File: src/rtl/dwa_pkg.sv
// Package: shared constants for the rotating element selector.
// Assumes the element count is a power of two so that the pointer wraps
// by plain binary overflow.
package dwa_pkg;
    localparam int unsigned DWA_ELEMS_DEFAULT = 32;
endpackage

File: src/rtl/dwa_ptr.sv
// Module: dwa_ptr
// Holds the rotation start pointer and advances it by the step on each
// accepted sample. Assumes ELEMS is a power of two: the addition wraps
// modulo ELEMS through truncation, so a full-scale step leaves it unchanged.
module dwa_ptr #(
    parameter int unsigned ELEMS  = dwa_pkg::DWA_ELEMS_DEFAULT,
    parameter int unsigned PTR_W  = $clog2(ELEMS),
    parameter int unsigned CODE_W = PTR_W + 1
) (
    input  logic              clk,
    input  logic              rst_n,
    input  logic              adv_en,
    input  logic [CODE_W-1:0] step,
    output logic [PTR_W-1:0]  ptr
);
    logic [PTR_W-1:0] ptr_q;

    // Pointer register: clear on reset, otherwise add the step modulo ELEMS
    always_ff @(posedge clk) begin
        if (!rst_n)      ptr_q <= '0;
        else if (adv_en) ptr_q <= ptr_q + step[PTR_W-1:0];
    end

    assign ptr = ptr_q;

    // an accepted sample moves the pointer by the step, modulo ELEMS
    assert_ptr_adv_R2: assert property (@(posedge clk) disable iff (!rst_n)
        adv_en |=> ptr_q == PTR_W'($past(ptr_q) + $past(step[PTR_W-1:0])));
    // without a sample the pointer stays where it is
    assert_ptr_hold_R2: assert property (@(posedge clk) disable iff (!rst_n)
        !adv_en |=> $stable(ptr_q));
endmodule

File: src/rtl/dwa_rotmask.sv
// Module: dwa_rotmask
// Combinational circular thermometer. Element i is selected when its
// distance above the pointer (modulo ELEMS) is less than the step. Assumes
// the step is already saturated at ELEMS.
module dwa_rotmask #(
    parameter int unsigned ELEMS  = dwa_pkg::DWA_ELEMS_DEFAULT,
    parameter int unsigned PTR_W  = $clog2(ELEMS),
    parameter int unsigned CODE_W = PTR_W + 1
) (
    input  logic [PTR_W-1:0]  ptr,
    input  logic [CODE_W-1:0] step,
    output logic [ELEMS-1:0]  mask
);
    // One comparator per element: modular offset from the pointer versus the run length
    for (genvar i = 0; i < ELEMS; i++) begin : g_elem
        logic [PTR_W-1:0] ofs;
        assign ofs     = PTR_W'(i) - ptr;
        assign mask[i] = ({1'b0, ofs} < step);
    end
endmodule

File: src/rtl/dwa_outreg.sv
// Module: dwa_outreg
// Registers the true and complement enable words together, so that both
// sides of each differential switch change on the same edge. Holds the
// words while no sample is loaded.
module dwa_outreg #(
    parameter int unsigned ELEMS = dwa_pkg::DWA_ELEMS_DEFAULT
) (
    input  logic             clk,
    input  logic             rst_n,
    input  logic             load,
    input  logic [ELEMS-1:0] mask,
    output logic [ELEMS-1:0] en,
    output logic [ELEMS-1:0] en_n
);
    logic [ELEMS-1:0] en_q;
    logic [ELEMS-1:0] en_n_q;

    // True-polarity register: all off after reset
    always_ff @(posedge clk) begin
        if (!rst_n)    en_q <= '0;
        else if (load) en_q <= mask;
    end

    // Complement-polarity register: all ones after reset
    always_ff @(posedge clk) begin
        if (!rst_n)    en_n_q <= '1;
        else if (load) en_n_q <= ~mask;
    end

    assign en   = en_q;
    assign en_n = en_n_q;

    // the two registers always hold complementary words
    assert_compl_R4: assert property (@(posedge clk) disable iff (!rst_n)
        en_n_q == ~en_q);
    // with no sample, the outputs keep their values
    assert_hold_R5: assert property (@(posedge clk) disable iff (!rst_n)
        !load |=> ($stable(en_q) && $stable(en_n_q)));
endmodule

File: src/rtl/dwa_selector.sv
// Module: dwa_selector (top)
// Data-weighted-averaging selector. It saturates the incoming level code,
// builds a wrapping run of enables starting at the rotation pointer, and
// registers that run together with its complement. Assumes ELEMS is a
// power of two and that the code port is one bit wider than the pointer.
module dwa_selector #(
    parameter int unsigned ELEMS  = dwa_pkg::DWA_ELEMS_DEFAULT,
    parameter int unsigned PTR_W  = $clog2(ELEMS),
    parameter int unsigned CODE_W = PTR_W + 1
) (
    input  logic              clk,
    input  logic              rst_n,
    input  logic              code_valid,
    input  logic [CODE_W-1:0] code,
    output logic [ELEMS-1:0]  elem_en,
    output logic [ELEMS-1:0]  elem_en_n
);
    localparam logic [CODE_W-1:0] FULL = CODE_W'(ELEMS);

    logic [CODE_W-1:0] n_sat;
    logic [PTR_W-1:0]  ptr;
    logic [ELEMS-1:0]  mask;

    // Clamp codes above full scale to the element count
    always_comb begin
        n_sat = (code > FULL) ? FULL : code;
    end

    dwa_ptr #(.ELEMS(ELEMS), .PTR_W(PTR_W), .CODE_W(CODE_W)) u_ptr (
        .clk(clk), .rst_n(rst_n), .adv_en(code_valid), .step(n_sat), .ptr(ptr)
    );

    dwa_rotmask #(.ELEMS(ELEMS), .PTR_W(PTR_W), .CODE_W(CODE_W)) u_mask (
        .ptr(ptr), .step(n_sat), .mask(mask)
    );

    dwa_outreg #(.ELEMS(ELEMS)) u_out (
        .clk(clk), .rst_n(rst_n), .load(code_valid), .mask(mask),
        .en(elem_en), .en_n(elem_en_n)
    );

    // the number of enabled elements equals the saturated code
    assert_count_R1: assert property (@(posedge clk) disable iff (!rst_n)
        code_valid |=> $countones(elem_en) == int'($past(n_sat)));
    // a non-empty run begins at the pointer held before the edge
    assert_start_R1: assert property (@(posedge clk) disable iff (!rst_n)
        (code_valid && n_sat != '0) |=> elem_en[$past(ptr)]);
    // a full-scale or larger code turns every element on
    assert_full_R3: assert property (@(posedge clk) disable iff (!rst_n)
        (code_valid && code >= FULL) |=> (&elem_en));
    // code zero turns every element off
    assert_zero_R3: assert property (@(posedge clk) disable iff (!rst_n)
        (code_valid && code == '0) |=> (elem_en == '0));
    // reset clears the outputs and the pointer, even with a valid code present
    assert_reset_R6: assert property (@(posedge clk)
        !rst_n |=> (elem_en == '0 && elem_en_n == '1 && ptr == '0));
endmodule

File: config.mk
export PLATFORM = sky130hd
export DESIGN_NAME = dwa_selector
export DESIGN_NICKNAME = d
export VERILOG_FILES = /design/src/rtl/dwa_pkg.sv /design/src/rtl/dwa_ptr.sv /design/src/rtl/dwa_rotmask.sv /design/src/rtl/dwa_outreg.sv /design/src/rtl/dwa_selector.sv
export SDC_FILE = /design/constraint.sdc
export NUM_CORES = 1
export LEC_CHECK = 0
export BUFFER_PORTS_ARGS = -buffer_cell sky130_fd_sc_hd__buf_4
export CORE_UTILIZATION = 58
export CTS_BUF_LIST = sky130_fd_sc_hd__clkbuf_4 sky130_fd_sc_hd__clkbuf_8 sky130_fd_sc_hd__clkbuf_16
export DETAILED_ROUTE_END_ITERATION = 16
export GPL_ROUTABILITY_DRIVEN = 0
export PLACE_DENSITY = 0.87
export SYNTH_ARGS = -nofsm -noshare
export SYNTH_HDL_FRONTEND = slang
export SYNTH_SLANG_ARGS = --single-unit
File: constraint.sdc
create_clock -name clk -period 3.05 [get_ports clk]
set_input_delay 0.4575 -clock clk [delete_from_list [all_inputs] [get_ports clk]]
set_output_delay 0.4575 -clock clk [all_outputs]
set_load 0.02 [all_outputs]
==> impl_metrics.csv, run 1 <==
group,metric,value,unit
timing,period_share,0.895,
pwr,p_sw,1.16,mW
critical_path,setup.worst_path.start_class,"flop",
die,dieArea,8440,sq um
critical_path,worstRegToRegCells,8,
route,vias_per_cell,6.00,
placed_design,dp_cells,716,
cells_and_area,finalCoreUtilization,0.714,
timing,holdWs,0.390,ns
global_routing,grt_antenna_before_repair,0,
critical_path,arrival,2.95,ns
synth,ys_seq_area_frac,0.295,
critical_path,crit_buf_inv,1,
clock_network,clock_sinks,69,
die,core_area,7770,sq um
placed_design,place_area,5300,sq um
route,dr_total_vias,4395,
critical_path,r2r-start,"u_ptr.ptr[1]$_SDFFE_PN0P_",
run,timing.max_cap.violations,0,
timing,finalHoldViolations,0,
cells_and_area,stdcell_count,732,
synth,synth_nets,637,
synth,synth_edf_count,0,
global_routing,grt_max_degree,44,
critical_path,r2r_slack,0.32,ns
die,row_count,32,
critical_path,crit_start,"u_ptr.ptr[1]$_SDFFE_PN0P_",
cells_and_area,drive_gt1_frac,0.175,
global_routing,grt.overflow.total,0,
clock_network,cts_made_buffers,9,
synth,synth_cell_types,57,
synth,ys_ff_latch,69,
synth,netlist_instances,560,
timing,setup_violations,0,
critical_path,cp_top_family,"compound AO/OA/AOI/OAI gates",
hold_path,min_path_cells,2,
clock_network,root_buffer,"clkbuf_8",
critical_path,worstSetupEndpoint,"u_out.en_n[18]$_SDFFE_PN1P_",
route,wirelength,11.7,mm
pwr,intPower,2.13,mW
timing,rsz0062_at_grt,"false",
synth,netlist_area,4680,sq um
timing,fin_skew,0.0121,ns
cells_and_area,fin_nets,702,
timing,fin_crit,2.73,ns
route,firstDrtPassIters,7,
pwr,power_frac_comb,0.375,
route,ant_nets,0,
critical_path,cpPeakStageDelay,0.54,ns
hold_path,holdCritPathClass,"input pin to flop",
route,drc,0,
global_routing,grt_pass1_vias,4240,
timing,slew_headroom,0.468,
route,drt_iter0_drc,425,
clock_network,post_cts_resized,0,
pwr,p_leak,2.59,nW
pwr,vdd_drop_max,419,uV
clock_network,clk_latency,0.36,ns
die,chipWidth,91.9,microns
critical_path,cpMaxStageDelayCell,"dfxtp_1",
critical_path,end_kind,"flop",
clock_network,post_cts_buffers,0,
cells_and_area,area_delta_synth_final,18.4,%
timing,slew_violations,0,
timing,setup_slack,0.321,ns
synth,ys.flop_type,"dfxtp_1",
pwr,totalPowerFinal,3.29,mW
placed_design,post-place-ws,0.371,ns
critical_path,cp.depth,8,
timing,setup_tns,0,ns
die,pin_count,73,
cells_and_area,final_cell_mix,"82 x buf_4, 69 x dfxtp_1, 66 x ha_1, 43 x inv_1, 42 x a21oi_1",
synth,yosysWarnings,0,
clock_network,clk_pin_slew,0.08,ns
critical_path,cpMostUsedCell,"ha_1",
critical_path,critPathKind,"flop to flop",
pwr,seqPwrFrac,0.340,
clock_network,htreeDepth,3,
synth,async_reset_ff_frac,0,
die,die_h,91.9,microns
die,initial_core_util,0.603,
clock_network,cts_tree,"yes",
critical_path,timing.rr.end,"u_out.en_n[18]$_SDFFE_PN1P_",
synth,syn_area_per_cell,8.36,sq um
critical_path,path_max_fanout,10,
cells_and_area,mostFrequentLayoutCell,"buf_4",
clock_network,cts_hold_buffers,0,
cells_and_area,fill_cells,588,
global_routing,grt_pass1_wl,19.4,mm
clock_network,cts_buffer_depth,2,
global_routing,grtUsageTotal,0.290,
route,detail_route.wl_per_cell,16.0,microns
pwr,pwr-share-clk,0.285,
placed_design,port_buffers,72,
placed_design,hpwl,8.50,mm
pwr,sw_frac_of_total,0.353,
timing,fmax,366,MHz
critical_path,cp.required,3.27,ns
pwr,power.density,593,nW/um^2
cells_and_area,diodes,0,
cells_and_area,fin_area,5550,sq um
timing,worstMarginPinSlew,0.790,ns
outcome,status,"finished clean",
critical_path,cp_cell_sequence,"inv_1, ha_1, or2_2, xnor2_1, ha_1, a21boi_0, o41ai_1, o21ai_0",
==> cells in the mapped netlist (all sizes together) (5+ instances only) <==
cell     instances  share of area
o211a            5          0.011
o21a             7          0.011
a2bb2oi          5         0.0094
o21ai           35          0.037
clkbuf          14          0.011
o22ai           17          0.023
inv             47          0.038
a21oi           42          0.045
nor3            18          0.019
a211oi           5         0.0080
nor2b           22          0.029
a21o            10          0.016
nand3            8         0.0085
buf             14          0.016
ha              66           0.18
xnor2           23          0.043
a211o            5         0.0094
nor2            33          0.026
nand2           34          0.027
dfxtp           69           0.29
nand2b          11          0.015
nand3b           5         0.0080
o41ai            6          0.011
==> power by group through the flow <==
| stage | Combinational [mW] | Sequential, mW | Clock, mW |
|---|---|---|---|
| floorplan | 0.671 | 1.29 | 0 |
| global placement | 1.16 | 1.13 | 0 |
| detailed placement | 1.21 | 1.14 | 0 |
| CTS | 1.23 | 1.12 | 0.944 |
| global route | 1.36 | 1.14 | 0.977 |
| finish | 1.23 | 1.12 | 0.937 |
==> layer usage <==
| metal | track usage | up-vias | wire length (microns) |
|---|---|---|---|
| met2 | 0.492 | 155 | 5700 |
| met3 | 0.0605 | 26 | 745 |
| met1 | 0.346 | 2088 | 5000 |
| met4 | 0.146 | 0 | 295 |
| met5 | 0 | - | 0 |
| li1 | - | 2126 | - |
==> registers in the layout, indices dropped and copies added, names as in the netlist <==
name	flops
u_out.en_n	32
u_out.en	32
u_ptr.ptr	5
==> cells by family (layout without fill, tap and decap cells) <==
family | count (synthesis) | after routing | share of synthesized area
XOR/XNOR | 24 | 24 | 0.0449
AND/OR/NAND/NOR | 157 | 157 | 0.172
buffers and inverters | 75 | 145 | 0.0649
adder cells (fa/ha/maj) | 70 | 70 | 0.190
AO/OA/AOI/OAI | 165 | 165 | 0.234
flip-flops | 69 | 69 | 0.295
==> how the worst min path moves through the flow <==
stage | startpoint | endpoint
after floorplan | u_ptr.ptr[0]$_SDFFE_PN0P_ | u_ptr.ptr[0]$_SDFFE_PN0P_
after global placement | u_out.en[22]$_SDFFE_PN0P_ | u_out.en[22]$_SDFFE_PN0P_
after detailed placement | u_out.en[22]$_SDFFE_PN0P_ | u_out.en[22]$_SDFFE_PN0P_
after CTS | rst_n | u_out.en_n[19]$_SDFFE_PN1P_
after global routing | rst_n | u_out.en_n[11]$_SDFFE_PN1P_
final | rst_n | u_out.en_n[19]$_SDFFE_PN1P_
==> final cells by class <==
cell class                      instances  area [sq um]  area share
Multi-Input combinational cell        416          3000       0.541
Sequential cell                        69          1380       0.249
Timing Repair Buffer                   82           616       0.111
Inverter                               47           176      0.0318
Clock buffer                           11           139      0.0250
Tap cell                              102           128      0.0230
Clock inverter                          5           108      0.0194
Note: power is estimated with default switching activity, not from simulation.
==> run 2, diff against run 1 <==
- ABC_AREA: default -> 1
- CORE_UTILIZATION: 58 -> 57
- PLACE_DENSITY: 0.87 -> 0.86
==> run 2 against run 1 <==
Against the previous run: setup slack improved by 0.018 ns; first-iteration DRC count shrank 38%; clock power down 11%; clock skew is 0.0024 ns lower; critical endpoint is now u_out.en_n[15]$_SDFFE_PN1P_; synthesized cell count is 8.2% higher; highest routed layer unchanged; combinational power fell by 9.8%.
==> impl_metrics.csv, run 2 <==
group,metric,value,unit
outcome,status,"finished clean",
timing,worstMarginPinSlew,1.14,ns
cells_and_area,area_delta_synth_final,18.8,%
clock_network,cts_hold_buffers,0,
cells_and_area,fin_area,5330,sq um
hold_path,holdCritPathClass,"flop to flop",
pwr,vdd_drop_max,411,uV
critical_path,r2r_slack,0.45,ns
critical_path,arrival,2.94,ns
synth,ys.flop_type,"dfxtp_1",
synth,yosysWarnings,0,
synth,synth_cell_types,42,
timing,rsz0062_at_grt,"false",
placed_design,post-place-ws,0.0386,ns
die,core_area,7410,sq um
timing,setup_slack,0.339,ns
run,timing.max_cap.violations,0,
clock_network,cts_buffer_depth,2,
clock_network,htreeDepth,3,
route,vias_per_cell,5.59,
clock_network,cts_tree,"yes",
hold_path,hold_start,"u_out.en_n[28]$_SDFFE_PN1P_",
clock_network,post_cts_resized,0,
synth,ys_ff_latch,69,
cells_and_area,diodes,0,
synth,synth_top_area_share,0.308,
placed_design,port_buffers,72,
clock_network,clock_sinks,69,
route,drt_iter0_drc,263,
synth,yosysTopAreaCell,"dfxtp_1",
critical_path,worstRegToRegCells,13,
global_routing,grt.overflow.total,0,
critical_path,timing.rr.end,"u_out.en_n[4]$_SDFFE_PN1P_",
route,dr_total_vias,4350,
cells_and_area,mostFrequentLayoutCell,"nand2_1",
timing,finalHoldViolations,0,
synth,synth_edf_count,0,
critical_path,cpMaxStageDelayCell,"fa_1",
global_routing,grt_antenna_before_repair,0,
cells_and_area,finalCoreUtilization,0.719,
clock_network,root_buffer,"clkbuf_8",
global_routing,grtUsageTotal,0.305,
hold_path,worstHoldEndpoint,"u_out.en_n[28]$_SDFFE_PN1P_",
critical_path,crit_buf_inv,4,
critical_path,critPathKind,"input pin to flop",
synth,synth.area.top_cells,"dfxtp_1 31%, ha_1 18%, nand2_1 12%, inv_1 6.5%, a21oi_1 5.2%",
placed_design,place_area,5100,sq um
clock_network,clk_latency,0.35,ns
critical_path,cp_cell_sequence,"buf_4, nor2_1, inv_1, o41ai_1, and2_1, ha_1, inv_1, fa_1, inv_1, o21ai_1, a21oi_1, nor2_1, o21ai_1, nand2_1, o21ai_1, nand2_1",
route,detail_route.wl_per_cell,15.5,microns
die,chipWidth,90.7,microns
timing,period_share,0.889,
critical_path,setup.worst_path.start_class,"input pin",
critical_path,r2r-start,"u_ptr.ptr[1]$_SDFFE_PN0P_",
synth,netlist_area,4480,sq um
critical_path,cpPeakStageDelay,0.44,ns
clock_network,clk_pin_slew,0.07,ns
cells_and_area,drive_gt1_frac,0.171,
cells_and_area,fin_nets,751,
clock_network,post_cts_buffers,0,
cells_and_area,final_cell_mix,"147 x nand2_1, 82 x buf_4, 78 x inv_1, 69 x dfxtp_1, 66 x ha_1",
die,die_h,90.7,microns
die,row_count,31,
global_routing,grt_max_degree,56,
pwr,power.density,564,nW/um^2
clock_network,cts_made_buffers,9,
synth,synth_nets,683,
global_routing,grt_pass1_vias,4302,
timing,setup_tns,0,ns
placed_design,hpwl,8.63,mm
timing,fin_crit,2.71,ns
hold_path,min_path_cells,2,
route,ant_nets,0,
synth,ys_seq_area_frac,0.308,
die,dieArea,8220,sq um
critical_path,cp.required,3.28,ns
timing,slew_headroom,0.236,
pwr,p_leak,2.72,nW
critical_path,end_kind,"flop",
synth,netlist_instances,606,
critical_path,path_max_fanout,3,
synth,async_reset_ff_frac,0,
global_routing,grt_pass1_wl,19.9,mm
synth,synthTopCellsByCount,"147 x nand2_1, 78 x inv_1, 69 x dfxtp_1, 66 x ha_1, 47 x a21oi_1",
route,drc,0,
timing,slew_violations,0,
timing,fin_skew,0.00966,ns
die,pin_count,73,
timing,fmax,369,MHz
die,initial_core_util,0.605,
synth,syn_area_per_cell,7.40,sq um
synth,yosysMostFrequentCell,"nand2_1",
route,wirelength,12.0,mm
route,firstDrtPassIters,5,
timing,setup_violations,0,
critical_path,cp_top_family,"compound AO/OA/AOI/OAI gates",
-- run 2: changes by cell type after synthesis, sizes merged, moves of 8 or more --
cell	previous run	this run
a21o	10	2
o22ai	17	0
nand2	34	150
nand2b	11	0
xor2	1	16
inv	47	85
nor3	18	0
nand3	8	21
nor2b	22	1
xnor2	23	2
a21oi	42	50
o21ai	35	57
-- run 2: logic make-up after synthesis --
logic type,synth area share
and+or+nand+nor,0.193
AOI/OAI and AO/OA,0.164
buffers and inverters,0.100
DFF,0.308
adders and majority gates,0.193
xor gates and xnor gates,0.0410
-- run 2: per-layer routing --
| layer | routed length [microns] | GRT usage | up-vias |
|---|---|---|---|
| met2 | 5620 | 0.516 | 193 |
| met4 | 697 | 0.196 | 0 |
| li1 | - | - | 2098 |
| met5 | 0 | 0 | - |
| met3 | 842 | 0.0657 | 50 |
| met1 | 4860 | 0.347 | 2009 |
-- run 2: area by class of cell --
class	count	area, sq um
multi-input cells	427	2650
fillers	577	2080
flip-flops and latches	69	1380
repair buffers	82	616
inverters	85	329
clock buffers	10	138
well taps	99	124
clock inverters	6	86.3
-- run 2: worst max-delay path by stage --
stage | start | endpoint | cells after the start
6_report | code[4] | u_out.en_n[15]$_SDFFE_PN1P_ | 16
2_1_floorplan | code[4] | u_out.en_n[5]$_SDFFE_PN1P_ | 15
5_1_grt | code[4] | u_out.en_n[15]$_SDFFE_PN1P_ | 16
3_5_place_dp | code[4] | u_out.en_n[15]$_SDFFE_PN1P_ | 16
3_3_place_gp | code[4] | u_out.en_n[15]$_SDFFE_PN1P_ | 16
4_1_cts | code[4] | u_out.en_n[15]$_SDFFE_PN1P_ | 16
-- run 2: worst reg2reg max path: stages, from the launching register on --
cell and delay, ns:
dfxtp_1 0.32, inv_1 0.17, ha_1 0.29, inv_1 0.11, o21ai_0 0.26, xor2_1 0.31
inv_1 0.08, ha_1 0.27, inv_1 0.06, nor2_1 0.05, a22oi_1 0.18, nand3_1 0.19
o21ai_0 0.14, nand2_1 0.06
-- run 2: report_power, final --
group	switching, mW	leakage (nW)	internal, mW
clock	0.355	0.112	0.481
sequential	0.0617	0.575	0.996
combinational	0.688	2.03	0.420
-- run 2: metrics by stage --
stage	hold WS [ns]	instances	total power, mW
detailed placement	0.444	762	2.16
global placement	0.436	762	2.10
global route	0.468	778	3.19
floorplan	0.531	606	1.81
CTS	0.457	778	3.00
finish	0.459	778	3.00
==> run 3, diff against run 2 <==
- REMOVE_ABC_BUFFERS: default -> 1
==> run 3 against run 2 <==
Against the previous run: sequential power about the same; critical endpoint is now u_out.en[28]$_SDFFE_PN0P_; largest cell class unchanged; highest routed layer unchanged; global-route usage shrank 4.0 points; via count shrank 4.9%; clock-buffer cell count up 2; setup slack worse by 0.073 ns; register-to-register slack worse by 0.18 ns; largest power group is now registers.
==> impl_metrics.csv, run 3 (synthesis results as in run 2) <==
group,metric,value,unit
clock_network,post_cts_buffers,0,
timing,period_share,0.913,
global_routing,grtUsageTotal,0.265,
die,dieArea,8220,sq um
timing,fin_crit,2.78,ns
run,timing.max_cap.violations,0,
critical_path,cp.required,3.33,ns
cells_and_area,area_delta_synth_final,17.4,%
route,detail_route.wl_per_cell,13.4,microns
route,wirelength,10.4,mm
critical_path,path_max_fanout,13,
cells_and_area,finalCoreUtilization,0.710,
cells_and_area,drive_gt1_frac,0.167,
route,drc,0,
clock_network,clk_pin_slew,0.07,ns
route,ant_nets,0,
cells_and_area,fin_area,5260,sq um
clock_network,cts_hold_buffers,0,
die,die_h,90.7,microns
route,drt_iter0_drc,194,
timing,slew_violations,0,
critical_path,setup.worst_path.start_class,"flop",
clock_network,clock_sinks,69,
die,row_count,31,
hold_path,holdCritPathClass,"flop to flop",
clock_network,clk_latency,0.35,ns
placed_design,port_buffers,72,
route,dr_total_vias,4135,
die,core_area,7410,sq um
die,pin_count,73,
timing,fin_skew,0.00887,ns
die,initial_core_util,0.605,
cells_and_area,fin_nets,750,
global_routing,grt_pass1_vias,4026,
clock_network,cts_tree,"yes",
clock_network,post_cts_resized,0,
critical_path,end_kind,"flop",
placed_design,hpwl,7.29,mm
timing,setup_tns,0,ns
route,firstDrtPassIters,4,
global_routing,grt_max_degree,56,
global_routing,grt_antenna_before_repair,0,
pwr,vdd_drop_max,345,uV
timing,rsz0062_at_grt,"false",
timing,setup_violations,0,
clock_network,cts_made_buffers,9,
clock_network,cts_buffer_depth,2,
pwr,totalPowerFinal,2.77,mW
cells_and_area,diodes,0,
outcome,status,"finished clean",
timing,finalHoldViolations,0,
global_routing,grt.overflow.total,0,
timing,slew_headroom,0.265,
timing,fmax,359,MHz
pwr,power.density,527,nW/um^2
critical_path,arrival,3.07,ns
pwr,p_leak,2.69,nW
global_routing,grt_pass1_wl,17.9,mm
clock_network,htreeDepth,3,
cells_and_area,mostFrequentLayoutCell,"nand2_1",
timing,worstMarginPinSlew,1.10,ns
route,vias_per_cell,5.34,
die,chipWidth,90.7,microns
clock_network,root_buffer,"clkbuf_8",
critical_path,critPathKind,"flop to flop",
placed_design,place_area,5090,sq um
cells_and_area,final_cell_mix,"147 x nand2_1, 81 x buf_4, 78 x inv_1, 69 x dfxtp_1, 66 x ha_1",
[run 3: changes by cell type in the layout (fill, tap and decap cells not counted), sizes merged]
cell      change
clkbuf        +2
buf           -1
clkinvlp      -1
clkinv        -1
bufinv        -2
[run 3: stage by stage]
stage          cells  setup slack (ns)  hold WS, ns
2_1_floorplan    581             0.605        0.524
3_3_place_gp     761             0.278        0.434
3_5_place_dp     761             0.161        0.444
4_1_cts          775             0.324        0.457
5_1_grt          775            0.0349        0.474
6_report         775             0.266        0.454
[run 3: final timing paths]
kind | startpoint | endpoint | slack [ns] | depth (start not counted)
worst max-delay path | u_ptr.ptr[1]$_SDFFE_PN0P_ | u_out.en[28]$_SDFFE_PN0P_ | 0.27 | 13
worst min-delay path | u_out.en[29]$_SDFFE_PN0P_ | u_out.en[29]$_SDFFE_PN0P_ | 0.45 | 1
worst max register to register | u_ptr.ptr[1]$_SDFFE_PN0P_ | u_out.en[28]$_SDFFE_PN0P_ | 0.27 | 13
worst min register to register | u_out.en[29]$_SDFFE_PN0P_ | u_out.en[29]$_SDFFE_PN0P_ | 0.45 | 1
[run 3: area by class of cell]
cell class,count,area [sq um]
clock buffer,12,159
timing repair buffer,81,608
multi-input combinational,427,2650
tap,99,124
inverter,85,329
fill,591,2150
clock inverter,2,10.0
sequential,69,1380
[run 3: critical path, stage by stage, from the launching register on]
cell     delay [ns]
dfxtp_1        0.68
inv_1          0.26
ha_1           0.32
xnor2_1        0.25
inv_1          0.08
ha_1           0.33
a21oi_1        0.18
nand2_1        0.06
nand2_1        0.06
nand2_1        0.08
nand2_1        0.07
nand2_1        0.06
a21oi_2        0.14
nor2b_1        0.14
[run 3: metal layers]
| metal | share of wire | track usage | vias up | routed length [microns] |
|---|---|---|---|---|
| met5 | 0 | 0 | - | 0 |
| met1 | 0.42 | 0.305 | 1899 | 4420 |
| li1 | - | - | 2100 | - |
| met2 | 0.49 | 0.489 | 116 | 5130 |
| met4 | 0.022 | 0.109 | 0 | 234 |
| met3 | 0.060 | 0.0362 | 20 | 625 |
[run 3: report_power, final]
part	internal (mW)	total [mW]	switching [mW]
Sequential	0.997	1.06	0.0586
Combinational	0.417	1.06	0.644
Clock	0.337	0.657	0.320
